<file path="src/rtl/cof_trace_pkg.sv">
package cof_trace_pkg;
  typedef enum logic {
    MODE_FLOW  = 1'b0,
    MODE_EVENT = 1'b1
  } trace_mode_e;

  typedef enum logic {
    POS_BEGIN = 1'b0,
    POS_END   = 1'b1
  } trig_pos_e;
endpackage

</file>
<file path="src/rtl/cof_trace_qualify.sv">
module cof_trace_qualify
  import cof_trace_pkg::*;
#(
  parameter int ADDR_W = 16,
  parameter int DATA_W = 8
) (
  input  logic              bus_valid_i,
  input  logic [ADDR_W-1:0] bus_addr_i,
  input  logic [DATA_W-1:0] bus_data_i,
  input  logic              cof_i,
  input  logic              rec_qual_i,
  input  trace_mode_e       mode_i,
  output logic              qual_o,
  output logic [ADDR_W-1:0] word_o
);
  always_comb begin
    if (mode_i == MODE_FLOW) begin
      qual_o = bus_valid_i & cof_i;
      word_o = bus_addr_i;
    end else begin
      qual_o = bus_valid_i & rec_qual_i;
      word_o = ADDR_W'(bus_data_i);
    end
  end
endmodule

</file>
<file path="src/rtl/cof_trace_store.sv">
module cof_trace_store #(
  parameter int DEPTH  = 8,
  parameter int WORD_W = 16,
  localparam int PTR_W = (DEPTH > 1) ? $clog2(DEPTH) : 1,
  localparam int CNT_W = $clog2(DEPTH + 1)
) (
  input  logic              clk_i,
  input  logic              rst_ni,
  input  logic              clear_i,
  input  logic              push_i,
  input  logic [WORD_W-1:0] wdata_i,
  input  logic              pop_i,
  output logic [WORD_W-1:0] rdata_o,
  output logic [CNT_W-1:0]  count_o,
  output logic              full_o
);
  logic [WORD_W-1:0] mem_q [DEPTH];
  logic [PTR_W-1:0]  wr_ptr_q, rd_ptr_q;
  logic [CNT_W-1:0]  cnt_q;

  function automatic logic [PTR_W-1:0] ptr_inc(input logic [PTR_W-1:0] p);
    return (p == PTR_W'(DEPTH - 1)) ? '0 : p + 1'b1;
  endfunction

  assign full_o  = (cnt_q == CNT_W'(DEPTH));
  assign count_o = cnt_q;
  assign rdata_o = (cnt_q != '0) ? mem_q[rd_ptr_q] : '0;

  always_ff @(posedge clk_i or negedge rst_ni) begin
    if (!rst_ni) begin
      wr_ptr_q <= '0;
      rd_ptr_q <= '0;
      cnt_q    <= '0;
    end else if (clear_i) begin
      wr_ptr_q <= '0;
      rd_ptr_q <= '0;
      cnt_q    <= '0;
    end else if (push_i) begin
      wr_ptr_q <= ptr_inc(wr_ptr_q);
      // full store: overwrite oldest, keep count
      if (full_o) rd_ptr_q <= ptr_inc(rd_ptr_q);
      else        cnt_q    <= cnt_q + 1'b1;
    end else if (pop_i && cnt_q != '0) begin
      rd_ptr_q <= ptr_inc(rd_ptr_q);
      cnt_q    <= cnt_q - 1'b1;
    end
  end

  for (genvar g = 0; g < DEPTH; g++) begin : g_mem
    always_ff @(posedge clk_i or negedge rst_ni) begin
      if (!rst_ni)
        mem_q[g] <= '0;
      else if (push_i && !clear_i && wr_ptr_q == PTR_W'(g))
        mem_q[g] <= wdata_i;
    end
  end

  assert_count_bound_R5: assert property (@(posedge clk_i) disable iff (!rst_ni)
    cnt_q <= CNT_W'(DEPTH));
  assert_pop_dec_R7: assert property (@(posedge clk_i) disable iff (!rst_ni)
    (pop_i && !push_i && !clear_i && cnt_q != '0) |=> cnt_q == $past(cnt_q) - 1'b1);
  assert_clear_empty_R9: assert property (@(posedge clk_i) disable iff (!rst_ni)
    clear_i |=> cnt_q == '0);
endmodule

</file>
<file path="src/rtl/cof_trace_ctrl.sv">
module cof_trace_ctrl
  import cof_trace_pkg::*;
(
  input  logic      clk_i,
  input  logic      rst_ni,
  input  logic      rearm_i,
  input  logic      trig_i,
  input  trig_pos_e pos_i,
  input  logic      qual_i,
  input  logic      pop_req_i,
  input  logic      about_full_i,
  output logic      push_o,
  output logic      pop_o,
  output logic      done_o,
  output logic      trig_o
);
  logic trig_q, done_q, trig_now;

  assign trig_now = trig_q | trig_i;

  always_comb begin
    if (pos_i == POS_BEGIN) push_o = qual_i & ~done_q & trig_now & ~rearm_i;
    else                    push_o = qual_i & ~done_q & ~rearm_i;
  end

  assign pop_o  = pop_req_i & done_q & ~rearm_i;
  assign done_o = done_q;
  assign trig_o = trig_q;

  always_ff @(posedge clk_i or negedge rst_ni) begin
    if (!rst_ni) begin
      trig_q <= 1'b0;
      done_q <= 1'b0;
    end else if (rearm_i) begin
      trig_q <= 1'b0;
      done_q <= 1'b0;
    end else begin
      if (trig_i && !done_q) trig_q <= 1'b1;
      if (push_o) begin
        // begin: stop when full; end: stop on first capture at/after trigger
        if (pos_i == POS_BEGIN) begin
          if (about_full_i) done_q <= 1'b1;
        end else if (trig_now) begin
          done_q <= 1'b1;
        end
      end
    end
  end

  assert_no_push_done_R10: assert property (@(posedge clk_i) disable iff (!rst_ni)
    done_q |-> !push_o);
  assert_pop_only_done_R8: assert property (@(posedge clk_i) disable iff (!rst_ni)
    pop_o |-> done_q);
  assert_done_hold_R9: assert property (@(posedge clk_i) disable iff (!rst_ni)
    (done_q && !rearm_i) |=> done_q);
  assert_begin_wait_R4: assert property (@(posedge clk_i) disable iff (!rst_ni)
    (push_o && pos_i == POS_BEGIN) |-> trig_now);
endmodule

</file>
<file path="src/rtl/cof_trace_buf.sv">
module cof_trace_buf
  import cof_trace_pkg::*;
#(
  parameter int DEPTH  = 8,
  parameter int ADDR_W = 16,
  parameter int DATA_W = 8
) (
  input  logic                       clk_i,
  input  logic                       rst_ni,
  input  logic                       bus_valid_i,
  input  logic [ADDR_W-1:0]          bus_addr_i,
  input  logic [DATA_W-1:0]          bus_data_i,
  input  logic                       cof_i,
  input  logic                       rec_qual_i,
  input  logic                       trig_i,
  input  logic                       mode_i,
  input  logic                       pos_end_i,
  input  logic                       rearm_i,
  input  logic                       pop_i,
  output logic [ADDR_W-1:0]          rd_data_o,
  output logic [$clog2(DEPTH+1)-1:0] count_o,
  output logic                       done_o,
  output logic                       triggered_o
);
  localparam int CNT_W = $clog2(DEPTH + 1);

  logic              qual, push, pop, full;
  logic [ADDR_W-1:0] word;
  logic [CNT_W-1:0]  cnt;

  cof_trace_qualify #(.ADDR_W(ADDR_W), .DATA_W(DATA_W)) i_qualify (
    .bus_valid_i (bus_valid_i),
    .bus_addr_i  (bus_addr_i),
    .bus_data_i  (bus_data_i),
    .cof_i       (cof_i),
    .rec_qual_i  (rec_qual_i),
    .mode_i      (trace_mode_e'(mode_i)),
    .qual_o      (qual),
    .word_o      (word)
  );

  cof_trace_ctrl i_ctrl (
    .clk_i        (clk_i),
    .rst_ni       (rst_ni),
    .rearm_i      (rearm_i),
    .trig_i       (trig_i),
    .pos_i        (trig_pos_e'(pos_end_i)),
    .qual_i       (qual),
    .pop_req_i    (pop_i),
    .about_full_i (cnt == CNT_W'(DEPTH - 1)),
    .push_o       (push),
    .pop_o        (pop),
    .done_o       (done_o),
    .trig_o       (triggered_o)
  );

  cof_trace_store #(.DEPTH(DEPTH), .WORD_W(ADDR_W)) i_store (
    .clk_i   (clk_i),
    .rst_ni  (rst_ni),
    .clear_i (rearm_i),
    .push_i  (push),
    .wdata_i (word),
    .pop_i   (pop),
    .rdata_o (rd_data_o),
    .count_o (cnt),
    .full_o  (full)
  );

  assign count_o = cnt;

  assert_full_flag_R5: assert property (@(posedge clk_i) disable iff (!rst_ni)
    full |-> cnt == CNT_W'(DEPTH));
  assert_push_count_R2: assert property (@(posedge clk_i) disable iff (!rst_ni)
    (push && !full) |=> cnt == $past(cnt) + 1'b1);
endmodule

</file>
<file path="config.mk">
export PLATFORM = sky130hd
export DESIGN_NAME = cof_trace_buf
export DESIGN_NICKNAME = d
export VERILOG_FILES = /design/src/rtl/cof_trace_pkg.sv /design/src/rtl/cof_trace_qualify.sv /design/src/rtl/cof_trace_store.sv /design/src/rtl/cof_trace_ctrl.sv /design/src/rtl/cof_trace_buf.sv
export SDC_FILE = /design/constraint.sdc
export NUM_CORES = 1
export LEC_CHECK = 0
export BUFFER_PORTS_ARGS = -buffer_cell sky130_fd_sc_hd__buf_2
export CAP_MARGIN = 10
export CORE_MARGIN = 3
export CORE_UTILIZATION = 50
export DETAILED_ROUTE_END_ITERATION = 10
export GPL_ROUTABILITY_DRIVEN = 0
export PLACE_DENSITY = 0.68
export SKIP_LAST_GASP = 1
export SLEW_MARGIN = 40
export SYNTH_ARGS = -nofsm -noshare
export SYNTH_HDL_FRONTEND = slang
export SYNTH_HIERARCHICAL = 1
export SYNTH_SLANG_ARGS = --single-unit
</file>
<file path="constraint.sdc">
create_clock -name clk_i -period 7 [get_ports clk_i]
set_input_delay 1.4 -clock clk_i [delete_from_list [all_inputs] [get_ports clk_i]]
set_output_delay 1.4 -clock clk_i [all_outputs]
set_load 0.005 [all_outputs]
</file>
==> results of run 1 <==
==> flip-flops by register name, indices dropped and copies added, names as in the netlist <==
name,count
i_ctrl/trig_o,1
i_ctrl/done_o,1
i_store/rd_ptr_q,3
i_store/mem_q,128
i_store/wr_ptr_q,3
i_store/count_o,4
==> how the worst max path moves through the flow <==
stage,startpoint,endpoint,slack [ns],cells after the start
finish,i_store/rd_ptr_q[1],rd_data_o[14],3.19,5
global route,i_store/rd_ptr_q[1],rd_data_o[14],3.06,5
CTS,i_store/rd_ptr_q[1],rd_data_o[14],3.18,5
detailed placement,mode_i,i_store/mem_q[45],3.04,7
global placement,mode_i,i_store/mem_q[117],2.92,8
floorplan,mode_i,i_store/count_o[3],3.49,10
==> power groups by stage <==
stage / registers (mW) / logic [mW] / clock network (mW)
3_3_place_gp: 0.889 / 0.176 / 0
2_1_floorplan: 0.884 / 0.130 / 0
3_5_place_dp: 0.894 / 0.183 / 0
5_1_grt: 0.884 / 0.203 / 0.927
4_1_cts: 0.880 / 0.184 / 0.885
6_report: 0.879 / 0.181 / 0.868
==> final cells by class <==
cell class	instances	area, um^2	area share
clock buffer	25	485.5	0.06176
clock inverter	7	87.58	0.01114
inverter	40	150.1	0.01910
multi-input combinational	266	3052	0.3883
sequential	140	3505	0.4459
tap	176	220.2	0.02802
timing repair buffer	64	360.3	0.04585
==> per-layer routing <==
metal | global-route usage | vias up | share of wire | routed length (um)
met5 | 0 | - | 0 | 0
met4 | 0.04706 | 0 | 0.0081 | 114
met3 | 0.05169 | 7 | 0.037 | 516
met2 | 0.3174 | 60 | 0.49 | 6865
met1 | 0.2895 | 2121 | 0.46 | 6505
li1 | - | 1832 | - | -
==> per-stage QoR <==
stage                     power, mW  cells    util  hold WS [ns]
after global placement        1.065    681  0.5413        0.4645
final                         1.929    718  0.5889        0.4893
after detailed placement      1.077    686  0.5459        0.4766
after floorplan               1.014    471       -        0.4524
after CTS                     1.949    718  0.5889        0.4896
after global routing          2.015    718  0.5889        0.5038
==> flow_metrics.env, run 1 <==
export IMPL_status="complete, no violations"
export IMPL_pwr_share_clk=0.450
export IMPL_rsz0062_at_grt="false"
export IMPL_setup_viol=0
export IMPL_hold_violations=0
export IMPL_p_switching_uw=426.1
export IMPL_yosysWarnings=6
export IMPL_period_share=0.5437
export IMPL_worstPathRequired_ns=5.60
export IMPL_clock_latency_ns=0.41
export IMPL_final_max_slew_viol_count=0
export IMPL_drive_gt1_frac=0.5203
export IMPL_ant_nets=0
export IMPL_layout_nets=574
export IMPL_routed_via_count=4020
export IMPL_grt_remaining_overflow=0
export IMPL_drtIter0Drc=182
export IMPL_drv_cap=0
export IMPL_netSwitchingFraction=0.2209
export IMPL_antenna_found_initial=0
export IMPL_synth_net_count=516
export IMPL_detail_route_first_pass_iterations=4
export IMPL_cts_tree="done"
export IMPL_drc=0
export IMPL_grt_use_total=0.2033
export IMPL_min_from="i_store/mem_q[83]"
export IMPL_cts_sinks=140
export IMPL_rrSetupSlack_ns=4.68
export IMPL_placementRows=42
export IMPL_cts_root_buf="clkbuf_16"
export IMPL_worst_pin_slew_ns=0.8381
export IMPL_crit_path_cell_trace="buf_4 > mux4_2 > inv_1 > o22ai_1 > buf_2"
export IMPL_r2r_start="i_ctrl/done_o"
export IMPL_max_stage_delay_ns=0.86
export IMPL_layout_cells_most_common_list="139 x dfrtp_1, 133 x mux2_2, 54 x buf_2"
export IMPL_cts_buffers=17
export IMPL_worst_r2r_path_depth=4
export IMPL_cts_setup_buffers=0
export IMPL_portBuffers=55
export IMPL_vias_per_cell=5.599
export IMPL_cp_slowest_cell="dfrtp_1"
export IMPL_grt_pass1_wl_mm=23.27
export IMPL_syn_inst=471
export IMPL_pre_cts_ws_ns=3.039
export IMPL_wire_per_inst_um=19.50
export IMPL_ctsHoldBuffers=0
export IMPL_max_freq_mhz=262.7
export IMPL_fp_dieW_um=123.2
export IMPL_critPathLaunchType="flop"
export IMPL_final_common_cell="dfrtp_1"
export IMPL_htreeDepth=4
export IMPL_power_frac_comb=0.094
export IMPL_seq_power_share=0.456
export IMPL_grt_max_degree=77
export IMPL_synthesis_area_um2=6863
export IMPL_setup_ws_ns=3.194
export IMPL_syn_area_per_cell_um2=14.57
export IMPL_arrival_ns=2.41
export IMPL_clockBufferDepth=2
export IMPL_worst_path_max_fanout=19
export IMPL_die_area_um2=15170
export IMPL_fin_skew_ns=0.006583
export IMPL_fin_tns_setup_ns=0
export IMPL_crit_family="flip-flops"
export IMPL_min_to="i_store/mem_q[83]"
export IMPL_criticalPathCategory="reg2out"
export IMPL_design_area_um2=7860
export IMPL_p_int_mw=1.503
export IMPL_routed_wl_mm=14.00
export IMPL_die_height_um=123.2
export IMPL_start_util=0.5142
export IMPL_path_clk_slew_ns=0.06
export IMPL_endpoint_kind="output port"
export IMPL_dp_hpwl_mm=8.907
export IMPL_core_area_um2=13350
export IMPL_slew_headroom=0.4392
export IMPL_hp_class="reg2reg"
export IMPL_min_period_ns=3.806
export IMPL_power_density_nw_per_um2=245.4
export IMPL_n_fill_cell=1075
export IMPL_cts_resized=0
export IMPL_num_antenna_cells=0
export IMPL_grt_pass1_vias=4223
export IMPL_area_growth_pct=14.53
export IMPL_critPathBufInv=3
export IMPL_reg2reg_to="i_store/mem_q[45]"
export IMPL_io_pin_count=56
export IMPL_whs_path_depth=1
export IMPL_vdd_drop_max_uv=195.4
export IMPL_p_leak_nw=3.838
export IMPL_dpl_instance_area_um2=7287
(Power assumes the default switching activity.)
==> run 2: changes to the inputs <==
ABC_AREA = 1   (was unset)
PLACE_DENSITY = 0.71   (was 0.68)
clock period = 3.1 ns   (was 7 ns; I/O delays follow)
==> flow_metrics.env, run 2 <==
export IMPL_cts_tree="done"
export IMPL_synth_fa_ha_area_frac=0.02052
export IMPL_io_pin_count=56
export IMPL_dp_hpwl_mm=10.17
export IMPL_synth_compound_area_frac=0.1767
export IMPL_synth_most_common_cell="nand2_1"
export IMPL_min_period_ns=2.804
export IMPL_worstPathRequired_ns=2.48
export IMPL_yosysSeqAreaShare=0.4953
export IMPL_path_clk_slew_ns=0.06
export IMPL_clock_latency_ns=0.41
export IMPL_rsz0062_at_grt="false"
export IMPL_detail_route_first_pass_iterations=5
export IMPL_vdd_drop_max_uv=411.4
export IMPL_fin_skew_ns=0.005990
export IMPL_arrival_ns=2.18
export IMPL_synth_edf_count=0
export IMPL_status="complete, no violations"
export IMPL_largest_register_ffs=128
export IMPL_final_common_cell="nand2_1"
export IMPL_wire_per_inst_um=15.65
export IMPL_critPathLaunch="i_store/rd_ptr_q[1]"
export IMPL_met1_usage=0.3253
export IMPL_antenna_found_initial=0
export IMPL_core_area_um2=13560
export IMPL_p_switching_mw=1.545
export IMPL_grt_use_total=0.2295
export IMPL_drc=0
export IMPL_fp_dieW_um=124.9
export IMPL_grt_max_degree=70
export IMPL_ys_flop_type="dfrtp_1"
export IMPL_netlist_top_cells_count="183 x nand2_1, 172 x o21ai_0, 163 x nor2_1"
export IMPL_post_route_util=0.5835
export IMPL_fin_hold_ws_ns=0.1959
export IMPL_cts_buffers=17
export IMPL_cts_resized=0
export IMPL_endpoint_kind="output port"
export IMPL_final_max_slew_viol_count=0
export IMPL_n_fill_cell=1230
export IMPL_yosysWarnings=6
export IMPL_synthXorXnorAreaFrac=0.001238
export IMPL_seq_power_share=0.391
export IMPL_area_growth_pct=11.85
export IMPL_worst_pin_slew_ns=0.6985
export IMPL_die_height_um=124.9
export IMPL_multiInputGateArea_um2=2978
export IMPL_routed_via_count=5837
export IMPL_regArea_um2=3505
export IMPL_netSwitchingFraction=0.2982
export IMPL_synthMuxAreaShare=0
export IMPL_cts_root_buf="clkbuf_16"
export IMPL_clockBufferDepth=2
export IMPL_layout_cells_most_common_list="183 x nand2_1, 172 x o21ai_0, 163 x nor2_1"
export IMPL_max_freq_mhz=356.7
export IMPL_synth_top_family_by_area="simple AND/OR/NAND/NOR gates"
export IMPL_synth_cell_type_count=28
export IMPL_layout_nets=952
export IMPL_grt_pass1_wl_mm=28.82
export IMPL_cts_setup_buffers=0
export IMPL_htreeDepth=4
export IMPL_worst_path_max_fanout=16
export IMPL_slew_headroom=0.5338
export IMPL_r2r_start="i_ctrl/done_o"
export IMPL_placementRows=42
export IMPL_syn_inst=872
export IMPL_criticalPathCategory="reg2out"
export IMPL_synth_area_leaders="dfrtp_1 50%, o21ai_0 12%, nand2_1 9.7%"
export IMPL_post_layout_nonfiller_instances=1094
export IMPL_dpl_instance_area_um2=7330
export IMPL_cts_sinks=140
export IMPL_async_flop_share=1.000
export IMPL_p_int_mw=3.636
export IMPL_die_area_um2=15610
export IMPL_power_frac_comb=0.220
export IMPL_ctsHoldBuffers=0
export IMPL_grt_remaining_overflow=0
export IMPL_synth_top_area_frac=0.4953
export IMPL_hold_violations=0
export IMPL_gr_usage_met2=0.3588
export IMPL_portBuffers=55
export IMPL_grt_busiest_layer="met2"
export IMPL_pwr_share_clk=0.389
export IMPL_p_leak_nw=3.822
export IMPL_start_util=0.5217
export IMPL_drtIter0Drc=543
export IMPL_power_density_nw_per_um2=654.9
export IMPL_grt_pass1_vias=5508
export IMPL_met3_usage=0.05160
export IMPL_synthesis_area_um2=7073
export IMPL_p_total_mw=5.181
export IMPL_critPathLaunchType="flop"
export IMPL_drive_gt1_frac=0.1590
export IMPL_pre_cts_ws_ns=0.3897
export IMPL_setup_ws_ns=0.2964
export IMPL_placed_cells=1064
export IMPL_setup_viol=0
export IMPL_num_antenna_cells=0
export IMPL_routed_wl_mm=17.12
export IMPL_ant_nets=0
export IMPL_drv_cap=0
export IMPL_syn_area_per_cell_um2=8.111
export IMPL_period_share=0.9044
export IMPL_yosys_area_top_type="dfrtp_1"
export IMPL_vias_per_cell=5.335
export IMPL_fin_tns_setup_ns=0
export IMPL_design_area_um2=7911
export IMPL_hp_class="in2async"
export IMPL_yosys_area_share_simple=0.2225
export IMPL_largest_register="i_store/mem_q"
export IMPL_ys_ff_latch=140
export IMPL_worst_r2r_path_depth=10
export IMPL_synth_net_count=917
run 2: kinds of logic (layout without fill, tap and decap cells):
family | Yosys count | after routing
fa+ha+maj | 11 | 11
compound gates | 227 | 227
buf+inv | 107 | 153
simple gates | 386 | 386
flops | 140 | 140
xor+xnor | 1 | 1
run 2: layout make-up:
type / count / share of cell area
clock buffer: 22 / 0.05867
clock inverter: 8 / 0.01487
inverter: 54 / 0.02562
multi-input combinational: 625 / 0.3764
sequential: 140 / 0.4430
tap: 176 / 0.02783
timing repair buffer: 69 / 0.05361
run 2: path summary, 6_finish.rpt:
path                       slack, ns            endpoint
max                             0.30        rd_data_o[2]
min                             0.20  i_store/count_o[1]
max reg2reg                     0.82   i_store/mem_q[57]
min reg2reg                     0.48   i_store/mem_q[36]
max in group asynchronous       2.08   i_store/mem_q[27]
min in group clk_i              0.48   i_store/mem_q[36]
run 2: worst max-delay path: stages (launching register included):
cell and delay, ns:
dfrtp_1 0.39, buf_4 0.20, inv_1 0.53, nor2_1 0.12
o21ai_0 0.12, nand3_1 0.11, nand2_1 0.08, nor2_1 0.08
buf_2 0.13
run 2: metal layers:
| layer | part of all wire | routed length [um] | vias up |
|---|---|---|---|
| met2 | 0.46 | 7883 | 178 |
| met4 | 0.013 | 221 | 0 |
| met3 | 0.060 | 1021 | 22 |
| met1 | 0.47 | 7998 | 2756 |
| met5 | 0 | 0 | - |
| li1 | - | - | 2881 |
run 2: power by group through the flow:
| stage | logic, mW | clock network [mW] | registers (mW) |
|---|---|---|---|
| final | 1.14 | 2.02 | 2.02 |
| after global routing | 1.30 | 2.13 | 2.04 |
| after CTS | 1.15 | 2.05 | 2.02 |
| after detailed placement | 1.14 | 0 | 2.05 |
| after global placement | 1.13 | 0 | 2.05 |
| after floorplan | 0.749 | 0 | 2.03 |
==> run 3: changes to the inputs <==
CORE_MARGIN = 1   (was 3)
CORE_UTILIZATION = 54   (was 50)
PLACE_DENSITY = 0.76   (was 0.71)
==> flow_metrics.env, run 3 (synthesis gave the netlist of run 2 again) <==
export IMPL_cts_setup_buffers=0
export IMPL_largest_register_ffs=128
export IMPL_vias_per_cell=5.390
export IMPL_dpl_instance_area_um2=7342
export IMPL_grt_pass1_vias=5411
export IMPL_drv_cap=0
export IMPL_hold_violations=0
export IMPL_p_leak_nw=3.834
export IMPL_core_area_um2=12670
export IMPL_rsz0062_at_grt="false"
export IMPL_cts_buffers=17
export IMPL_path_clk_slew_ns=0.06
export IMPL_critPathLaunchType="flop"
export IMPL_ant_nets=0
export IMPL_fin_skew_ns=0.005800
export IMPL_antenna_found_initial=0
export IMPL_cts_tree="done"
export IMPL_r2r_start="i_ctrl/done_o"
export IMPL_worst_pin_slew_ns=0.6904
export IMPL_detail_route_first_pass_iterations=5
export IMPL_wire_per_inst_um=14.98
export IMPL_fp_dieW_um=116.4
export IMPL_placementRows=41
export IMPL_final_common_cell="nand2_1"
export IMPL_pre_cts_ws_ns=0.4001
export IMPL_p_total_mw=5.106
export IMPL_setup_viol=0
export IMPL_cts_sinks=140
export IMPL_layout_cells_most_common_list="183 x nand2_1, 172 x o21ai_0, 163 x nor2_1"
export IMPL_grt_pass1_wl_mm=27.48
export IMPL_layout_nets=956
export IMPL_final_max_slew_viol_count=0
export IMPL_grt_use_total=0.2705
export IMPL_htreeDepth=4
export IMPL_io_pin_count=56
export IMPL_max_freq_mhz=380.3
export IMPL_slew_headroom=0.5392
export IMPL_cts_resized=0
export IMPL_hp_class="in2async"
export IMPL_power_density_nw_per_um2=645.6
export IMPL_routed_via_count=5897
export IMPL_cts_root_buf="clkbuf_16"
export IMPL_setup_ws_ns=0.4704
export IMPL_area_growth_pct=11.82
export IMPL_min_period_ns=2.630
export IMPL_worstPathRequired_ns=2.48
export IMPL_portBuffers=55
export IMPL_design_area_um2=7909
export IMPL_fin_tns_setup_ns=0
export IMPL_drc=0
export IMPL_clock_latency_ns=0.42
export IMPL_start_util=0.5582
export IMPL_die_height_um=116.4
export IMPL_ctsHoldBuffers=0
export IMPL_vdd_drop_max_uv=384.3
export IMPL_status="complete, no violations"
export IMPL_largest_register="i_store/mem_q"
export IMPL_endpoint_kind="output port"
export IMPL_period_share=0.8483
export IMPL_clockBufferDepth=2
export IMPL_drtIter0Drc=589
export IMPL_worst_path_max_fanout=18
export IMPL_arrival_ns=2.01
export IMPL_die_area_um2=13560
export IMPL_grt_max_degree=50
export IMPL_drive_gt1_frac=0.1638
export IMPL_grt_remaining_overflow=0
export IMPL_fin_hold_ws_ns=0.1364
export IMPL_num_antenna_cells=0
export IMPL_critPathLaunch="i_store/rd_ptr_q[0]"
export IMPL_dp_hpwl_mm=10.05
export IMPL_criticalPathCategory="reg2out"
export IMPL_routed_wl_mm=16.39
## run 3: cell type report
| cell class | instances | area (um^2) |
|---|---|---|
| clock inverters | 8 | 92.59 |
| clock buffers | 22 | 474.2 |
| repair buffers | 73 | 441.7 |
| fillers | 1141 | 4762 |
| multi-input cells | 625 | 2978 |
| flip-flops and latches | 140 | 3505 |
| inverters | 54 | 202.7 |
| well taps | 172 | 215.2 |
## run 3: worst paths after layout
check | end | slack (ns) | cells past startpoint
setup / recovery | rd_data_o[1] | 0.47 | 7
hold / removal | i_store/mem_q[11] | 0.14 | 1
hold reg to reg | i_store/mem_q[44] | 0.48 | 2
max in group asynchronous | i_store/mem_q[56] | 2.23 | 2
min in group clk_i | i_ctrl/trig_o | 0.47 | 3
setup reg to reg | i_store/mem_q[92] | 0.85 | 10
## run 3: layer usage
metal,part of all wire,GRT usage
met5,0,0
met4,0.012,0.08803
met3,0.064,0.05553
met2,0.45,0.4114
met1,0.47,0.3884
## run 3: per-stage QoR
step / std cells / util
after detailed placement: 1064 / 0.5794
after floorplan: 872 / -
after global placement: 1064 / 0.5794
after global routing: 1094 / 0.6242
after CTS: 1094 / 0.6242
final: 1094 / 0.6242
## run 3: worst max-delay path, cell delays in order (launching register included)
cell and delay [ns]:
dfrtp_2 0.41, inv_2 0.26, buf_4 0.29, o21ai_0 0.13, o21ai_0 0.08, nor2_1 0.06
nor2_1 0.20, buf_2 0.15
## run 3: where the power goes
part           internal [mW]  switching, mW  total [mW]
clock                   1.23          0.729        1.96
combinational          0.403          0.712        1.12
sequential              1.94         0.0921        2.03
